==> src/rtl/tdet_pkg.sv <==
package tdet_pkg;
  localparam int FIELD_W = 2;
  localparam int FIELDS_PER_WORD = 32 / FIELD_W;

  typedef enum logic [1:0] {
    SENSE_HI   = 2'd0,
    SENSE_LO   = 2'd1,
    SENSE_RISE = 2'd2,
    SENSE_FALL = 2'd3
  } sense_e;

  function automatic int words_for(input int lines);
    return (lines + FIELDS_PER_WORD - 1) / FIELDS_PER_WORD;
  endfunction
endpackage

==> src/rtl/tdet_cfg_bank.sv <==
module tdet_cfg_bank
  import tdet_pkg::*;
#(
  parameter int LINES = 32,
  parameter int BASE  = 'h14,
  parameter int AW    = 12
) (
  input  logic                 clk,
  input  logic                 rst_n,
  input  logic                 wr_en,
  input  logic [AW-1:0]        addr,
  input  logic [31:0]          wdata,
  output logic [31:0]          rdata,
  output logic [LINES-1:0][1:0] mode
);
  localparam int NWORDS = words_for(LINES);

  for (genvar i = 0; i < LINES; i++) begin : g_field
    localparam int WORD = i / FIELDS_PER_WORD;
    localparam int POS  = FIELD_W * (i % FIELDS_PER_WORD);
    always_ff @(posedge clk or negedge rst_n) begin
      if (!rst_n)
        mode[i] <= SENSE_HI;
      else if (wr_en && addr == AW'(BASE + 4 * WORD))
        mode[i] <= wdata[POS +: FIELD_W];
    end
  end

  always_comb begin
    rdata = '0;
    for (int w = 0; w < NWORDS; w++) begin
      if (addr == AW'(BASE + 4 * w)) begin
        for (int f = 0; f < FIELDS_PER_WORD; f++) begin
          if (w * FIELDS_PER_WORD + f < LINES)
            rdata[FIELD_W*f +: FIELD_W] = mode[w * FIELDS_PER_WORD + f];
        end
      end
    end
  end
endmodule

==> src/rtl/tdet_line.sv <==
module tdet_line
  import tdet_pkg::*;
(
  input  logic       clk,
  input  logic       rst_n,
  input  logic       raw,
  input  logic       clr,
  input  logic [1:0] mode,
  output logic       pend
);
  logic sync1, sync2, prev;
  logic [1:0] mode_seen;
  logic latched;
  logic edge_hit;

  always_ff @(posedge clk or negedge rst_n) begin
    if (!rst_n) begin
      sync1 <= 1'b0;
      sync2 <= 1'b0;
      prev  <= 1'b0;
    end else begin
      sync1 <= raw;
      sync2 <= sync1;
      prev  <= sync2;
    end
  end

  always_comb begin
    unique case (sense_e'(mode))
      SENSE_RISE: edge_hit = sync2 & ~prev;
      SENSE_FALL: edge_hit = ~sync2 & prev;
      default:    edge_hit = 1'b0;
    endcase
  end

  // Mode change beats a new edge, a new edge beats a clear strobe.
  always_ff @(posedge clk or negedge rst_n) begin
    if (!rst_n) begin
      mode_seen <= SENSE_HI;
      latched   <= 1'b0;
    end else begin
      mode_seen <= mode;
      if (mode != mode_seen)
        latched <= 1'b0;
      else if (edge_hit)
        latched <= 1'b1;
      else if (clr)
        latched <= 1'b0;
    end
  end

  assign pend = mode[1] ? latched : (sync2 ^ mode[0]);
endmodule

==> src/rtl/tdet_top.sv <==
module tdet_top
  import tdet_pkg::*;
#(
  parameter int LOCAL_LINES  = 32,
  parameter int SHARED_LINES = 32,
  parameter int AW           = 12,
  parameter int LOCAL_BASE   = 'h14,
  parameter int SHARED_BASE  = 'h100,
  localparam int N = LOCAL_LINES + SHARED_LINES
) (
  input  logic          clk,
  input  logic          rst_n,
  input  logic          cfg_wr_en,
  input  logic          cfg_bank,
  input  logic [AW-1:0] cfg_addr,
  input  logic [31:0]   cfg_wdata,
  output logic [31:0]   cfg_rdata,
  input  logic [N-1:0]  irq_raw,
  input  logic [N-1:0]  irq_clr,
  output logic [N-1:0]  irq_pend
);
  logic [31:0] local_rdata, shared_rdata;
  logic [LOCAL_LINES-1:0][1:0]  local_mode;
  logic [SHARED_LINES-1:0][1:0] shared_mode;
  logic [N-1:0][1:0] line_mode;

  tdet_cfg_bank #(.LINES(LOCAL_LINES), .BASE(LOCAL_BASE), .AW(AW)) u_local_bank (
    .clk   (clk),
    .rst_n (rst_n),
    .wr_en (cfg_wr_en && !cfg_bank),
    .addr  (cfg_addr),
    .wdata (cfg_wdata),
    .rdata (local_rdata),
    .mode  (local_mode)
  );

  tdet_cfg_bank #(.LINES(SHARED_LINES), .BASE(SHARED_BASE), .AW(AW)) u_shared_bank (
    .clk   (clk),
    .rst_n (rst_n),
    .wr_en (cfg_wr_en && cfg_bank),
    .addr  (cfg_addr),
    .wdata (cfg_wdata),
    .rdata (shared_rdata),
    .mode  (shared_mode)
  );

  assign cfg_rdata = cfg_bank ? shared_rdata : local_rdata;
  assign line_mode = {shared_mode, local_mode};

  for (genvar i = 0; i < N; i++) begin : g_line
    tdet_line u_line (
      .clk   (clk),
      .rst_n (rst_n),
      .raw   (irq_raw[i]),
      .clr   (irq_clr[i]),
      .mode  (line_mode[i]),
      .pend  (irq_pend[i])
    );
  end
endmodule

==> config.mk <==
export PLATFORM = sky130hd
export DESIGN_NAME = tdet_top
export DESIGN_NICKNAME = d
export VERILOG_FILES = /design/src/rtl/tdet_pkg.sv /design/src/rtl/tdet_cfg_bank.sv /design/src/rtl/tdet_line.sv /design/src/rtl/tdet_top.sv
export SDC_FILE = /design/constraint.sdc
export NUM_CORES = 1
export LEC_CHECK = 0
export ABC_AREA = 1
export ABC_CLOCK_PERIOD_IN_PS = 1900
export BUFFER_PORTS_ARGS = -buffer_cell sky130_fd_sc_hd__buf_2
export CORE_UTILIZATION = 58
export DETAILED_ROUTE_END_ITERATION = 8
export GPL_TIMING_DRIVEN = 0
export PLACE_DENSITY_LB_ADDON = 0.2
export SYNTH_ARGS = -nofsm -noshare
export SYNTH_HDL_FRONTEND = slang
export SYNTH_SLANG_ARGS = --single-unit
==> constraint.sdc <==
create_clock -name clk -period 1.9 [get_ports clk]
set_input_delay 0.38 -clock clk [delete_from_list [all_inputs] [get_ports clk]]
set_output_delay 0.38 -clock clk [all_outputs]
set_load 0.02 [all_outputs]
==> flow_summary.json, run 1 <==
{
  "critPathLaunch": "cfg_bank",
  "cp.buffers_inverters": 5,
  "synth_top_area_share": 0.597,
  "peakVddDrop_mv": 0.664,
  "hpwl_mm": 41.2,
  "cp_top_family": "buffers and inverters",
  "max_cap_violations": 0,
  "drtIter0Drc": 1820,
  "row_count": 70,
  "drtAntennaViolNets": 0,
  "final-setup-viol-count": 87,
  "grt_pass1_wl_mm": 99.1,
  "r2r-start": "u_local_bank.mode[52]",
  "drc_errors": 0,
  "r2r_end": "g_line[26].u_line.latched",
  "crit_arrival_ns": 1.91,
  "max-slew-margin-rel": 0.387,
  "synthTopCellsByArea": "dfrtp_1 (60%), inv_1 (7.9%), nand2_1 (6.2%), nand3_1 (5.3%), xnor2_1 (5.2%)",
  "busiest_layer": "met2",
  "crit_fanout": 10,
  "cts.sinks": 512,
  "wl_per_cell_um": 20.3,
  "grtUsageMet1": 0.459,
  "fmax_ghz": 0.437,
  "synth_edf_count": 0,
  "place_congestion": 0.931,
  "netlist_area_um2": 21500,
  "finalCriticalPeriod_ns": 2.29,
  "die_h_um": 194,
  "areaGrowthSynthToFinish_pct": 39.7,
  "avgSynthCellArea_um2": 9.19,
  "cts_made_buffers": 53,
  "path_depth": 8,
  "cp_cell_sequence": "buf_2 -> inv_1 -> buf_1 -> nand2_1 -> inv_1 -> nand2_1 -> nand2_2 -> buf_6",
  "rsz0062_at_grt": "yes",
  "yosys_warnings": 0,
  "via_per_inst": 5.56,
  "finalCritPeriodShare": 1.21,
  "coreArea_um2": 36500,
  "crit_type": "in -> out",
  "initial_core_util": 0.588,
  "drt-total-wl_mm": 69.8,
  "io_pins": 272,
  "die_x_um": 194,
  "syn_nets": 2513,
  "drt-pass1-iter-count": 5,
  "worst_slack_ns": -0.391,
  "ys_async_sr_fraction": 1.00,
  "cts_buffer_depth": 3,
  "layout-drive-gt1-share": 0.388,
  "pre_cts_slack_ns": -0.594,
  "violations": "negative setup slack",
  "clk_pin_slew_worst_paths_ns": 0.06,
  "cellLeakagePower_nw": 14.6,
  "cts_tree": "done",
  "finClkSkew_ns": 0.0341,
  "cp-end-kind": "primary output",
  "first_global_vias": 18700,
  "tightest_slew_ns": 0.919,
  "ys_types": 21,
  "nets": 3106,
  "slew_violations": 0,
  "min_path_type": "in -> reg",
  "synth-seq-area-share": 0.597,
  "clkLatencyLatePin_ns": 0.63,
  "root_buffer": "clkbuf_16",
  "synth_cells": 2337,
  "rrSetupSlack_ns": 0.46,
  "synth_common_cells": "dfrtp_1 (512), inv_1 (454), nand2_1 (356), nand3_1 (226), o21ai_0 (176)",
  "antenna_found_initial": 4,
  "status": "finished, violations left",
  "slowest_stage": "buf_1",
  "synth-main-ff-cell": "dfrtp_1",
  "vias": 19100,
  "cp-endpoint": "cfg_rdata[22]",
  "worst_hold_slack_ns": 0.0141,
  "reg2regPathDepth": 7,
  "grt_max_degree": 119,
  "synth.most_common_cell": "dfrtp_1",
  "dieArea_um2": 37800,
  "grt_overflow": 0,
  "powerDensity_nw_per_um2": 788,
  "slowest_delay_ns": 0.52,
  "use_met3": 0.0659,
  "numPortBuffers": 270,
  "start_kind": "input pin",
  "finalHoldViolCount": 0,
  "yosysTopAreaCell": "dfrtp_1",
  "grt_util_all_layers": 0.344,
  "use_met2": 0.546,
  "ys_seq_elements": 512,
  "htreeDepth": 2,
  "worstPathRequired_ns": 1.52
}
[area by class of cell]
type,instances,area [µm²]
repair buffers,582,4630
flip-flops and latches,512,12900
clock buffers,79,1600
fillers,2034,6530
clock inverters,17,200
diodes,2,5.00
inverters,457,1760
well taps,468,586
plain buffers,80,618
multi-input cells,1244,7700
[registers in the layout, indices dropped and copies added (netlist names)]
register,cells
g_line.u_line.sync1,64
u_local_bank.mode,64
g_line.u_line.prev,64
u_shared_bank.mode,64
g_line.u_line.sync2,64
g_line.u_line.mode_seen,128
g_line.u_line.latched,64
[how the worst min path moves through the flow]
stage,start,endpoint,cells after the start
floorplan,rst_n,g_line[0].u_line.latched,0
CTS,cfg_wdata[17],u_shared_bank.mode[49],3
global placement,g_line[55].u_line.sync1,g_line[55].u_line.sync2,0
detailed placement,g_line[20].u_line.sync1,g_line[20].u_line.sync2,0
global route,cfg_wdata[31],u_shared_bank.mode[63],3
finish,cfg_wdata[31],u_shared_bank.mode[63],3
[power by group]
| part | internal, mW | total, mW | switching, mW |
|---|---|---|---|
| Clock | 6.25 | 10.7 | 4.44 |
| Sequential | 11.2 | 11.3 | 0.176 |
| Combinational | 0.686 | 1.62 | 0.939 |
| Total | 18.1 | 23.6 | 5.55 |
[stage by stage]
stage / util / setup TNS, ns / total power, mW / std cells / area (µm²)
final: 0.821 / -11.81 / 23.6 / 3441 / 30000
after global routing: 0.821 / -15.68 / 24.2 / 3441 / 30000
after CTS: 0.780 / -11.04 / 23.4 / 3363 / 28500
after detailed placement: 0.644 / -34.68 / 12.7 / 3079 / 23500
after global placement: 0.641 / -4956.90 / 12.7 / 3075 / 23400
after floorplan: - / 0 / 12.0 / 2337 / 21500
[worst min-delay path, cell delays in order]
cell,delay (ns)
buf_2,0.11
nand2_1,0.05
o21ai_1,0.06
[placed cells by master, fill, tap and decap left out, drive strengths merged]
master         n
inv          457
bufinv         3
clkinvlp       3
buf          565
clkinv        11
xnor2        128
nor2         145
nand4          1
a31oi         64
dlygate4sd3   65
nand3        229
clkbuf       111
diode          2
o21ai        256
a21oi         64
dfrtp        512
nand2        357
[layer usage]
layer | up-vias | share of wire | wire length [µm]
li1 | 8453 | - | -
met1 | 9469 | 0.39 | 27200
met2 | 987 | 0.48 | 33200
met3 | 229 | 0.086 | 6020
met4 | 4 | 0.047 | 3280
met5 | - | 0.00044 | 31
[repair_timing]
action | in CTS | in global routing
setup buffers | 163 | 71
setup endpoints to repair | 96 | 180
cloned | 5 | 5
hold endpoints to repair | 152 | 0
hold buffers | 65 | 0
gates resized for setup | 589 | 247
pin swaps | 152 | 128
[cells by family (layout without fill, tap and decap cells)]
| family | after synthesis | count (layout) | synth area share |
|---|---|---|---|
| compound gates | 384 | 384 | 0.0932 |
| xor+xnor | 128 | 128 | 0.0522 |
| simple gates | 731 | 732 | 0.143 |
| buf+inv | 582 | 1215 | 0.115 |
| other cells | 0 | 2 | 0 |
| flops | 512 | 512 | 0.597 |
Note: power is estimated with default switching activity, not from simulation.
==> run 2, diff against run 1 <==
CORE_MARGIN = 4   (was default)
==> flow_summary.json, run 2 (synthesis gave the netlist of run 1 again) <==
{
  "status": "finished, violations left",
  "violations": "negative setup slack",
  "coreArea_um2": 36600,
  "largest_reg_flops": 128,
  "die_h_um": 200,
  "root_buffer": "clkbuf_16",
  "slew_violations": 0,
  "antenna_found_initial": 3,
  "final_area_um2": 29900,
  "tightest_slew_ns": 0.857,
  "fmax_ghz": 0.453,
  "final-setup-viol-count": 86,
  "cts.sinks": 512,
  "finalCritPeriodShare": 1.16,
  "place_congestion": 0.981,
  "row_count": 70,
  "worst_slack_ns": -0.309,
  "initial_core_util": 0.587,
  "crit_fanout": 6,
  "drtIter0Drc": 1901,
  "place_area_um2": 23500,
  "die_x_um": 200,
  "cellLeakagePower_nw": 14.5,
  "grt_overflow": 0,
  "cts_made_buffers": 52,
  "cts_tree": "done",
  "net-switching-power_mw": 5.34,
  "cp-end-kind": "primary output",
  "fin_util": 0.816,
  "drt-pass1-iter-count": 6,
  "grt_pass1_wl_mm": 102,
  "wl_per_cell_um": 20.4,
  "drc_errors": 0,
  "grt_util_all_layers": 0.322,
  "worstPathRequired_ns": 1.52,
  "layout-drive-gt1-share": 0.384,
  "min_path_type": "in -> reg",
  "via_per_inst": 5.51,
  "htreeDepth": 2,
  "final_cell_mix": "dfrtp_1 (435), inv_1 (300), nand2_1 (256)",
  "finalCriticalPeriod_ns": 2.21,
  "vias": 18800,
  "numPortBuffers": 270,
  "drt-total-wl_mm": 69.5,
  "io_pins": 272,
  "clk_pin_slew_worst_paths_ns": 0.06,
  "nets": 3081,
  "finClkSkew_ns": 0.0149,
  "hpwl_mm": 42.2,
  "powerDensity_nw_per_um2": 777,
  "internal_power_mw": 17.9,
  "pre_cts_slack_ns": -0.595,
  "finalHoldViolCount": 0,
  "dieArea_um2": 40200,
  "cts_buffer_depth": 3,
  "fillers": 2116,
  "p_comb_frac": 0.072,
  "grt_max_degree": 129,
  "crit_arrival_ns": 1.83,
  "worst_hold_slack_ns": 0.0214,
  "crit_type": "in -> out",
  "max_cap_violations": 0,
  "areaGrowthSynthToFinish_pct": 39.2,
  "rsz0062_at_grt": "yes",
  "peakVddDrop_mv": 0.725,
  "clkLatencyLatePin_ns": 0.60,
  "start_kind": "input pin",
  "mostFrequentLayoutCell": "dfrtp_1",
  "sw_frac_of_total": 0.230,
  "clockPowerShare": 0.440,
  "max-slew-margin-rel": 0.429,
  "first_global_vias": 18900,
  "largest_register": "g_line.u_line.mode_seen",
  "p_seq_frac": 0.488,
  "drtAntennaViolNets": 0
}
run 2: path summary, 6_finish.rpt:
| check | start | end | slack [ns] | depth (start not counted) |
|---|---|---|---|---|
| max in group asynchronous | rst_n | g_line[23].u_line.mode_seen[0] | 0.35 | 4 |
| min in group asynchronous | rst_n | g_line[13].u_line.sync1 | 0.32 | 2 |
| hold / removal | cfg_wdata[10] | u_shared_bank.mode[42] | 0.02 | 3 |
| setup reg to reg | u_local_bank.mode[30] | g_line[15].u_line.latched | 0.55 | 8 |
| setup / recovery | cfg_addr[10] | cfg_rdata[16] | -0.31 | 10 |
| hold reg to reg | g_line[20].u_line.sync1 | g_line[20].u_line.sync2 | 0.34 | 0 |
run 2: power by group through the flow:
stage / registers [mW] / logic (mW) / clock network (mW)
2_1_floorplan: 11.4 / 0.575 / 0
3_5_place_dp: 11.5 / 1.25 / 0
4_1_cts: 11.3 / 1.47 / 10.3
5_1_grt: 11.4 / 1.80 / 10.8
3_3_place_gp: 11.5 / 1.18 / 0
6_report: 11.3 / 1.67 / 10.2
run 2: area by class of cell:
type	instances	area, µm²	share of cell area
diodes	2	5.00	0.000167
plain buffers	77	567	0.0190
clock buffers	75	1500	0.0502
clock inverters	16	185	0.00620
inverters	457	1780	0.0595
multi-input cells	1243	7780	0.260
flip-flops and latches	512	12900	0.432
well taps	468	586	0.0196
repair buffers	561	4580	0.153
repair inverters	1	7.51	0.000251
run 2: critical path, cell delays in order:
cell and delay, ns:
buf_6 0.09, nor2_4 0.15, nand2_4 0.11, nor2_4 0.28, nand2_4 0.18, clkbuf_16 0.22
nand2_4 0.06, nand3_2 0.06, nand2_2 0.14, buf_6 0.13
run 2: metrics by stage:
step	total power, mW	setup TNS, ns	std cells
2_1_floorplan	12.0	0	2337
3_3_place_gp	12.7	-4910.13	3075
3_5_place_dp	12.7	-35.88	3079
4_1_cts	23.0	-10.93	3339
5_1_grt	23.9	-14.88	3411
6_report	23.2	-10.92	3412
run 2: layer usage:
layer	share of wire	track usage
met1	0.40	0.444
met2	0.47	0.512
met3	0.088	0.0617
met4	0.045	0.129
met5	0.00019	0
run 2: what timing repair did:
item / in CTS / in global routing
buffers inserted: 145 / 71
endpoints found under the setup margin: 96 / 310
pin swaps: 130 / 118
cloned: 3 / 4
endpoints found under the hold margin: 151 / 0
hold buffers: 65 / 0
resized for setup: 595 / 305
==> run 3, diff against run 2 <==
CORE_UTILIZATION = 60   (was 58)
CTS_BUF_LIST = sky130_fd_sc_hd__clkbuf_8   (was default)
RECOVER_POWER = 50   (was default)
==> flow_summary.json, run 3 (synthesis gave the netlist of run 1 again) <==
{
  "cp-end-kind": "primary output",
  "row_count": 69,
  "coreArea_um2": 35500,
  "crit_arrival_ns": 1.83,
  "grtUsageMet1": 0.469,
  "cp_cell_sequence": "buf_6 -> nor2_4 -> nand3_2 -> clkinvlp_4 -> buf_6 -> nand3_1 -> nand2_1 -> inv_1 -> nand2_1 -> nand2_2 -> buf_6",
  "cts.sinks": 512,
  "status": "finished, violations left",
  "nets": 3156,
  "violations": "negative hold slack, max-capacitance violations, max-slew violations, negative setup slack",
  "use_met3": 0.0609,
  "final_cell_mix": "dfrtp_1 (452), inv_1 (343), buf_4 (263)",
  "worst_hold_slack_ns": -0.0487,
  "reg2regPathDepth": 8,
  "slowest_stage": "clkinvlp_4",
  "tightest_slew_ns": 1.70,
  "die_h_um": 197,
  "max-slew-margin-rel": -0.131,
  "fin_util": 0.854,
  "worst_slack_ns": -0.314,
  "drt-pass1-iter-count": 6,
  "slowest_delay_ns": 0.23,
  "areaGrowthSynthToFinish_pct": 41.0,
  "drt-total-wl_mm": 73.6,
  "layout-drive-gt1-share": 0.388,
  "crit_fanout": 10,
  "r2r_end": "g_line[55].u_line.latched",
  "hpwl_mm": 41.9,
  "worstPathRequired_ns": 1.52,
  "antenna_found_initial": 4,
  "crit_top_cell": "buf_6",
  "grt_pass1_wl_mm": 103,
  "root_buffer": "clkbuf_8",
  "vias": 19700,
  "clkLatencyLatePin_ns": 0.65,
  "final-setup-viol-count": 106,
  "drtIter0Drc": 2049,
  "min_path_type": "in -> async",
  "rrSetupSlack_ns": 0.50,
  "powerDensity_nw_per_um2": 760,
  "first_global_vias": 19300,
  "regArea_um2": 12900,
  "cts-hold-fix-buffers": 88,
  "finClkSkew_ns": 0.0237,
  "place_congestion": 0.957,
  "fillers": 1792,
  "initial_core_util": 0.605,
  "multi_input_area_um2": 7790,
  "drc_errors": 0,
  "dieArea_um2": 38900,
  "clk_pin_slew_worst_paths_ns": 0.06,
  "cellLeakagePower_nw": 14.8,
  "largest_reg_flops": 128,
  "finalHoldViolCount": 16,
  "max_cap_violations": 1,
  "grt_overflow": 0,
  "slew_violations": 126,
  "finalCritPeriodShare": 1.17,
  "use_met2": 0.543,
  "numPortBuffers": 270,
  "mostFrequentLayoutCell": "dfrtp_1",
  "cts_made_buffers": 81,
  "rsz0062_at_grt": "yes",
  "busiest_layer": "met2",
  "r2r-start": "u_shared_bank.mode[46]",
  "peakVddDrop_mv": 0.890,
  "io_pins": 272,
  "die_x_um": 197,
  "finalCriticalPeriod_ns": 2.21,
  "start_kind": "input pin",
  "drtAntennaViolNets": 0,
  "wl_per_cell_um": 21.0,
  "via_per_inst": 5.61,
  "cts_buffer_depth": 3,
  "largest_register": "g_line.u_line.mode_seen",
  "fmax_ghz": 0.452,
  "cts_tree": "done",
  "grt_max_degree": 126,
  "htreeDepth": 3,
  "grt_util_all_layers": 0.341,
  "crit_type": "in -> out"
}
-- run 3: how the worst max path moves through the flow --
stage                                start                      end  depth (start not counted)  slack (ns)
floorplan                     cfg_addr[11]             cfg_rdata[0]                          8        0.12
global placement                     rst_n  g_line[50].u_line.sync1                          1       -9.60
detailed placement             cfg_addr[1]             cfg_rdata[2]                         11       -0.63
CTS                 u_shared_bank.mode[54]             irq_pend[59]                          6       -0.24
global route        u_shared_bank.mode[18]             irq_pend[41]                          6       -0.30
finish                         cfg_addr[1]            cfg_rdata[19]                         11       -0.31
-- run 3: cell type report --
cell class,count,area share
well taps,461,0.0190
repair buffers,601,0.162
diodes,3,0.000248
clock buffers,108,0.0491
clock inverters,40,0.00835
plain buffers,81,0.0202
flip-flops and latches,512,0.426
inverters,457,0.0576
repair inverters,1,0.000248
multi-input cells,1245,0.257
-- run 3: repair_timing --
| action | 4_1_cts | 5_1_grt |
|---|---|---|
| pin swaps | 154 | 138 |
| setup buffers | 150 | 81 |
| gates cloned | 8 | 3 |
| gates resized for setup | 588 | 284 |
| hold endpoints to repair | 139 | 245 |
| endpoints found under the setup margin | 96 | 96 |
-- run 3: per-layer routing --
layer | vias up | wire (µm)
met5 | - | 22
met2 | 1189 | 34700
met4 | 4 | 4050
met3 | 302 | 7180
met1 | 9628 | 27600
li1 | 8546 | -
-- run 3: stage by stage --
step | TNS, ns | cells | power, mW | area, µm² | setup WS [ns]
3_5_place_dp | -82.49 | 3072 | 12.7 | 23500 | -0.627
4_1_cts | -14.08 | 3428 | 22.8 | 28600 | -0.244
3_3_place_gp | -4921.55 | 3068 | 12.7 | 23400 | -9.60
5_1_grt | -19.29 | 3508 | 23.7 | 30300 | -0.304
2_1_floorplan | 0 | 2337 | 12.0 | 21500 | 0.125
6_report | -15.07 | 3509 | 23.0 | 30300 | -0.314
-- run 3: critical path: cells and delay by family --
family	cells	cell delay, ns
buffers and inverters	5	0.73
AND/OR/NAND/NOR	6	0.72
-- run 3: power breakdown --
| part | switching, mW | internal (mW) | total, mW |
|---|---|---|---|
| Clock | 4.48 | 5.49 | 9.98 |
| Sequential | 0.175 | 11.2 | 11.3 |
| Combinational | 0.973 | 0.718 | 1.69 |
